File: src/rtl/pt_pkg.sv
package pt_pkg;
  localparam int VA_W      = 32;
  localparam int OFF_W     = 12;
  localparam int IDX_W     = 10;
  localparam int VPN_W     = VA_W - OFF_W;
  localparam int PFN_W     = VA_W - OFF_W;
  localparam int PTE_W     = 32;
  localparam int PTE_SHIFT = 2;   // entry size is 4 bytes

  typedef logic [VA_W-1:0]  addr_t;
  typedef logic [VPN_W-1:0] vpn_t;
  typedef logic [PFN_W-1:0] pfn_t;
  typedef logic [PTE_W-1:0] pte_t;
  typedef logic [IDX_W-1:0] idx_t;
  typedef logic [OFF_W-1:0] off_t;

  function automatic idx_t outer_idx(addr_t va);
    return va[VA_W-1 -: IDX_W];
  endfunction

  function automatic idx_t inner_idx(addr_t va);
    return va[OFF_W+IDX_W-1 -: IDX_W];
  endfunction

  function automatic off_t page_off(addr_t va);
    return va[OFF_W-1:0];
  endfunction

  function automatic vpn_t vpn_of(addr_t va);
    return va[VA_W-1:OFF_W];
  endfunction

  // base of table + index scaled by entry size
  function automatic addr_t entry_addr(pfn_t base, idx_t idx);
    addr_t a;
    a = {base, {OFF_W{1'b0}}};
    return a + (addr_t'(idx) << PTE_SHIFT);
  endfunction

  function automatic addr_t phys_addr(pfn_t pfn, off_t off);
    return {pfn, off};
  endfunction

  function automatic logic pte_ok(pte_t pte);
    return pte[0];
  endfunction

  function automatic pfn_t pte_pfn(pte_t pte);
    return pte[PTE_W-1 -: PFN_W];
  endfunction
endpackage

File: src/rtl/pt_tlb.sv
module pt_tlb
  import pt_pkg::*;
#(
  parameter int ENTRIES = 4
) (
  input  logic               clk,
  input  logic               rst_n,
  input  vpn_t               look_vpn,
  output logic               hit,
  output pfn_t               hit_pfn,
  input  logic               flush,
  input  logic               fill_en,
  input  vpn_t               fill_vpn,
  input  pfn_t               fill_pfn,
  output logic [ENTRIES-1:0] valid_vec
);
  localparam int PTR_W = (ENTRIES > 1) ? $clog2(ENTRIES) : 1;

  vpn_t               vpn_q [ENTRIES];
  pfn_t               pfn_q [ENTRIES];
  logic [ENTRIES-1:0] val_q;
  logic [PTR_W-1:0]   ptr_q;
  logic [ENTRIES-1:0] match;

  for (genvar i = 0; i < ENTRIES; i++) begin : g_cmp
    assign match[i] = val_q[i] && (vpn_q[i] == look_vpn);
  end

  always_comb begin
    hit_pfn = '0;
    for (int i = 0; i < ENTRIES; i++)
      if (match[i]) hit_pfn = hit_pfn | pfn_q[i];
  end

  assign hit       = |match;
  assign valid_vec = val_q;

  for (genvar i = 0; i < ENTRIES; i++) begin : g_ent
    always_ff @(posedge clk or negedge rst_n) begin
      if (!rst_n) begin
        val_q[i] <= 1'b0;
        vpn_q[i] <= '0;
        pfn_q[i] <= '0;
      end else if (flush) begin
        val_q[i] <= 1'b0;
      end else if (fill_en && (ptr_q == PTR_W'(i))) begin
        val_q[i] <= 1'b1;
        vpn_q[i] <= fill_vpn;
        pfn_q[i] <= fill_pfn;
      end
    end
  end

  always_ff @(posedge clk or negedge rst_n) begin
    if (!rst_n)
      ptr_q <= '0;
    else if (fill_en && !flush)
      ptr_q <= (ptr_q == PTR_W'(ENTRIES-1)) ? '0 : ptr_q + 1'b1;
  end
endmodule

File: src/rtl/pt_walk_ctrl.sv
module pt_walk_ctrl
  import pt_pkg::*;
(
  input  logic  clk,
  input  logic  rst_n,
  input  logic  start,
  input  addr_t va_in,
  input  pfn_t  root_in,
  input  logic  root_we,
  output logic  busy,
  output logic  mem_req,
  output addr_t mem_addr,
  input  logic  mem_ack,
  input  pte_t  mem_rdata,
  output logic  done,
  output logic  fault,
  output pfn_t  walk_pfn,
  output addr_t walk_va,
  output logic  fill_ok
);
  typedef enum logic [1:0] {W_IDLE, W_OUTER, W_INNER} wst_e;

  wst_e  st_q;
  addr_t va_q;
  pfn_t  base_q;
  logic  stale_q;

  always_ff @(posedge clk or negedge rst_n) begin
    if (!rst_n) begin
      st_q    <= W_IDLE;
      va_q    <= '0;
      base_q  <= '0;
      stale_q <= 1'b0;
    end else begin
      case (st_q)
        W_IDLE: if (start) begin
          va_q    <= va_in;
          base_q  <= root_in;
          stale_q <= 1'b0;
          st_q    <= W_OUTER;
        end
        W_OUTER: begin
          if (root_we) stale_q <= 1'b1;
          if (mem_ack) begin
            if (pte_ok(mem_rdata)) begin
              base_q <= pte_pfn(mem_rdata);
              st_q   <= W_INNER;
            end else begin
              st_q   <= W_IDLE;
            end
          end
        end
        W_INNER: begin
          if (root_we) stale_q <= 1'b1;
          if (mem_ack) st_q <= W_IDLE;
        end
        default: st_q <= W_IDLE;
      endcase
    end
  end

  assign busy     = (st_q != W_IDLE);
  assign mem_req  = busy;
  assign mem_addr = entry_addr(base_q,
                               (st_q == W_OUTER) ? outer_idx(va_q) : inner_idx(va_q));
  assign fault    = !pte_ok(mem_rdata);
  assign done     = mem_ack && ((st_q == W_INNER) || ((st_q == W_OUTER) && fault));
  assign walk_pfn = pte_pfn(mem_rdata);
  assign walk_va  = va_q;
  assign fill_ok  = done && !fault && !stale_q && !root_we;
endmodule

File: src/rtl/pt_walker.sv
module pt_walker
  import pt_pkg::*;
#(
  parameter int TLB_ENTRIES = 4
) (
  input  logic        clk,
  input  logic        rst_n,
  input  logic        root_we,
  input  logic [19:0] root_frame,
  input  logic        req_valid,
  output logic        req_ready,
  input  logic [31:0] req_vaddr,
  output logic        rsp_valid,
  output logic        rsp_fault,
  output logic [31:0] rsp_paddr,
  output logic        mem_req,
  output logic [31:0] mem_addr,
  input  logic        mem_ack,
  input  logic [31:0] mem_rdata
);
  pfn_t root_q;
  pfn_t root_eff;
  logic busy;
  logic accept;
  logic tlb_hit;
  pfn_t tlb_pfn;
  logic [TLB_ENTRIES-1:0] tlb_valid;

  // named events for the checker
  logic  hit_ev;
  logic  walk_start;
  logic  walk_done;
  logic  walk_fault;
  pfn_t  walk_pfn;
  addr_t walk_va;
  logic  fill_ok;

  always_ff @(posedge clk or negedge rst_n) begin
    if (!rst_n)       root_q <= '0;
    else if (root_we) root_q <= root_frame;
  end

  assign root_eff   = root_we ? root_frame : root_q;
  assign req_ready  = !busy;
  assign accept     = req_valid && req_ready;
  assign hit_ev     = accept && tlb_hit && !root_we;
  assign walk_start = accept && !hit_ev;

  pt_tlb #(.ENTRIES(TLB_ENTRIES)) u_tlb (
    .clk       (clk),
    .rst_n     (rst_n),
    .look_vpn  (vpn_of(req_vaddr)),
    .hit       (tlb_hit),
    .hit_pfn   (tlb_pfn),
    .flush     (root_we),
    .fill_en   (fill_ok),
    .fill_vpn  (vpn_of(walk_va)),
    .fill_pfn  (walk_pfn),
    .valid_vec (tlb_valid)
  );

  pt_walk_ctrl u_walk (
    .clk       (clk),
    .rst_n     (rst_n),
    .start     (walk_start),
    .va_in     (req_vaddr),
    .root_in   (root_eff),
    .root_we   (root_we),
    .busy      (busy),
    .mem_req   (mem_req),
    .mem_addr  (mem_addr),
    .mem_ack   (mem_ack),
    .mem_rdata (mem_rdata),
    .done      (walk_done),
    .fault     (walk_fault),
    .walk_pfn  (walk_pfn),
    .walk_va   (walk_va),
    .fill_ok   (fill_ok)
  );

  always_ff @(posedge clk or negedge rst_n) begin
    if (!rst_n) begin
      rsp_valid <= 1'b0;
      rsp_fault <= 1'b0;
      rsp_paddr <= '0;
    end else begin
      rsp_valid <= hit_ev || walk_done;
      rsp_fault <= walk_done && walk_fault;
      if (hit_ev)
        rsp_paddr <= phys_addr(tlb_pfn, page_off(req_vaddr));
      else if (walk_done && !walk_fault)
        rsp_paddr <= phys_addr(walk_pfn, page_off(walk_va));
      else
        rsp_paddr <= '0;
    end
  end
endmodule

File: config.mk
export PLATFORM = sky130hd
export DESIGN_NAME = pt_walker
export DESIGN_NICKNAME = d
export VERILOG_FILES = /design/src/rtl/pt_pkg.sv /design/src/rtl/pt_tlb.sv /design/src/rtl/pt_walk_ctrl.sv /design/src/rtl/pt_walker.sv
export SDC_FILE = /design/constraint.sdc
export NUM_CORES = 1
export LEC_CHECK = 0
export BUFFER_PORTS_ARGS = -buffer_cell sky130_fd_sc_hd__buf_2
export CORE_MARGIN = 2
export CORE_UTILIZATION = 53
export DETAILED_ROUTE_END_ITERATION = 8
export PLACE_DENSITY = 0.77
export SLEW_MARGIN = 25
export SYNTH_ARGS = -nofsm -noshare
export SYNTH_HDL_FRONTEND = slang
export SYNTH_SLANG_ARGS = --single-unit
File: constraint.sdc
create_clock -name clk -period 2.7 [get_ports clk]
set_input_delay 0.27 -clock clk [delete_from_list [all_inputs] [get_ports clk]]
set_output_delay 0.27 -clock clk [all_outputs]
set_load 0.03 [all_outputs]
==> metrics <==
Die Span Y between 150 and 200 µm; clock skew between 0.01 and 0.015 ns; via count 8281; CTS max path bufs 3; Sequential Power Share approximately 43%; Worst R2R Path Depth 10; grt ovf 0; Netlist Area Pre-Place 0.01249 mm²; clk sinks ~280; Crit. End Element flip-flop; Switch Pwr about 4.3 mW; end of the critical path rsp_paddr[31]$_DFF_PN0_; Int Power slightly below 9 mW; top-area cell type share of the netlist area 55.09%; Synth Register Bits 275; reg-to-reg setup timing slack -0.20 ns; CP required around 3.2 ns; Post-synth EDFFs 0; wirelength, routed 29800 µm; HP Class input pin to flip-flop; WL/cell 20.06 µm; RSZ-0062 raised after global routing yes; switching power share of the total between 30% and 40%; mux cell area share after synthesis between 20% and 30%; most common cell after layout, fill and taps aside dfrtp_1; Final Hold Fails 0; Initial DRC Count 612; largest family of logic cells by synthesized area multiplexers; post-DP HPWL ~19000 µm; Clk network pwr share between 20% and 30%; status complete, but fails checks; pwr dens around 870 mW/mm²; io pins 157; largest net degree at the start of global routing 85; post-synth cell types between 40 and 50; drc violations 0; failing checks negative setup slack; first-pass GRT wire length 46870 µm; Core Area 0.02333 mm²; Total GRT Usage between 20% and 30%; clock buffer count from CTS 29; final-stage net count roughly 1200; most used cell, CP buf_4; crit path launch type flip-flop; crit-path max cell delay around 0.55 ns; post-synthesis async set-or-reset flop share 100.0%; Synth Area in Compound Gates ~4.1%; Synth Area in Simple Gates approximately 5.7%; yosys warns 0; RR Endpoint rsp_paddr[31]$_DFF_PN0_; MaxCap Viol Count 0; logic gate share of total power about 28%; CP startpoint u_tlb.vpn_q[54]$_DFFE_PN0P_; worst vdd ir approximately 0.00064 V; Period Utilization, post-route 107.3%; Leakage 7.492 nW; synthesis-to-layout area growth 21.95%; Power Total between 10 and 15 mW; ys flop type dfrtp_1; CP max FO 7; Adder-Cell Fraction of Synth Area less than 1%; relative slew slack 55.61%; r2r startpoint u_tlb.vpn_q[54]$_DFFE_PN0P_; vias in the first global route between 8000 and 9000; H-tree lvl count 1; slowest cell on the critical path or4_1; crit path kind flip-flop to flip-flop; sequential area share after synthesis between 50% and 60%; worst skew pair latency between 0.5 and 0.6 ns; Initial Util between 50% and 60%; std cell rows 56; clk root buf clkbuf_16; main area contributors after synthesis dfrtp_1 55%, mux2_2 20%, mux2i_1 4.8%; Gate Count Post-Synth between 900 and 1000; GP Congestion between 0.8 and 0.9; CP cell instances xor2_1, or4_1, or3_4, nor4_4, o41ai_4, buf_4, nor3_4, buf_4, buf_12, mux2i_2; cell taking the most area after synthesis dfrtp_1; Port Buf Inserts between 100 and 150; final setup violation count 65; PnR worst setup slack -0.1963 ns; crit path DAT about 3.4 ns; Mapped Avg Cell Area ~13 µm²; xor/xnor cell area share of the yosys netlist 5.890%; share of post-route cells with drive strength above 1 between 40% and 50%; worst-margin pin slew between 0.6 and 0.7 ns; CTS clk-pin slew, worst paths 0.06 ns; hold_ws roughly 0.015 ns; Antenna diodes 0; DIE WIDTH 157.5 µm; CTS tree built; Peak Freq between 300 and 400 MHz; post-route ant nets 0; most frequent cells in the layout 275 x dfrtp_1, 220 x mux2_2, 142 x buf_2, 59 x mux2i_1, 48 x xnor2_1; initial antenna violation count 0; Max Slew Vio Count 0; DRT Pass-1 Iters 5; die area between 0.02 and 0.025 mm²; Period minus WS final between 2 and 3 ns; routed vias/inst approximately 5.6
power groups by stage:
stage	Clock (mW)	Combinational, mW	Sequential [mW]
floorplan	0	2.26	5.90
global placement	0	3.58	5.66
detailed placement	0	3.67	5.72
CTS	3.90	3.73	5.66
global route	4.08	4.02	5.78
finish	3.83	3.73	5.67
cells in the mapped netlist (all sizes together), types with 2 or more instances:
| cell | number |
|---|---|
| nor4b | 4 |
| or3 | 5 |
| buf | 33 |
| or4 | 8 |
| o21ai | 18 |
| nor2 | 8 |
| mux2 | 223 |
| a221oi | 20 |
| clkbuf | 36 |
| nor4 | 13 |
| xnor2 | 48 |
| nand4 | 14 |
| a21oi | 2 |
| xor2 | 36 |
| nand2 | 48 |
| or3b | 4 |
| nor3 | 3 |
| nand3 | 21 |
| inv | 33 |
| ha | 8 |
| dfrtp | 275 |
| a22o | 20 |
| mux2i | 60 |
| o211ai | 2 |
cell families after synthesis:
kind of cell / after synthesis
other cells: 1
simple gates: 131
compound gates: 67
flops: 275
mux: 283
xor+xnor: 84
buf+inv: 102
fa+ha+maj: 8
area by class of cell:
cell class                 instances  area, µm²
inverter                          33      123.9
clock inverter                     5      53.80
sequential                       275       6882
tap                              319      399.1
timing repair buffer             233       1649
fill                            1741       8100
multi-input combinational        575       5265
clock buffer                      46      859.6
flip-flops by register name (all words and copies together), names as in the netlist:
name             cells
u_tlb.ptr_q          2
root_q              20
u_walk.walk_va      32
rsp_valid            1
u_tlb.pfn_q         80
rsp_fault            1
u_walk.base_q       20
rsp_paddr           32
u_tlb.vpn_q         80
u_walk.stale_q       1
u_tlb.valid_vec      4
u_walk.st_q          2
worst max-delay path, delay by kind of cell, from the launching register on:
| kind | cells | cell delay (ns) |
|---|---|---|
| and+or+nand+nor | 4 | 1.39 |
| muxes | 1 | 0.22 |
| AOI/OAI and AO/OA | 1 | 0.16 |
| buffers and inverters | 3 | 0.48 |
| xor gates and xnor gates | 1 | 0.15 |
| DFF | 1 | 0.41 |
repair_timing:
| action | in CTS | in global routing |
|---|---|---|
| endpoints found under the setup margin | 56 | 79 |
| gates resized for setup | 1 | 9 |
| cloned | 2 | 1 |
| buffers inserted | 3 | 4 |
| pin swaps | 0 | 3 |
| endpoints found under the hold margin | 120 | 0 |
| hold buffers | 34 | 0 |
through the flow:
step	worst slack, ns	utilization (%)	setup TNS, ns	cell area [µm²]	std cells
finish	-0.1963	65.28	-8.712	15230	1486
global route	-0.3399	65.28	-16.97	15230	1486
CTS	-0.1290	65.00	-3.625	15170	1482
detailed placement	-0.1624	59.27	-4.201	13830	1392
global placement	-0.06900	59.27	-3.276	13830	1392
floorplan	0.002883	-	0	12510	952
worst min path at each step:
stage                                      to     startpoint  depth (start not counted)  slack [ns]
2_1_floorplan             root_q[0]$_DFF_PN0_          rst_n                          0       -0.03
3_3_place_gp   u_walk.walk_va[18]$_DFFE_PN0P_          rst_n                          1        0.32
3_5_place_dp     u_walk.base_q[2]$_DFFE_PN0P_          rst_n                          1        0.33
4_1_cts               rsp_paddr[25]$_DFF_PN0_  mem_rdata[25]                          3       0.001
5_1_grt               rsp_paddr[23]$_DFF_PN0_  mem_rdata[23]                          3        0.02
6_report              rsp_paddr[25]$_DFF_PN0_  mem_rdata[25]                          3        0.02
per-layer routing:
metal,up-vias,wire length (µm),global-route usage [%]
li1,3747,-,-
met1,4191,13070,33.74
met2,276,13930,39.34
met3,67,1920,4.626
met4,0,883,7.879
met5,-,0,0
Power figures use the tool's default switching activity.
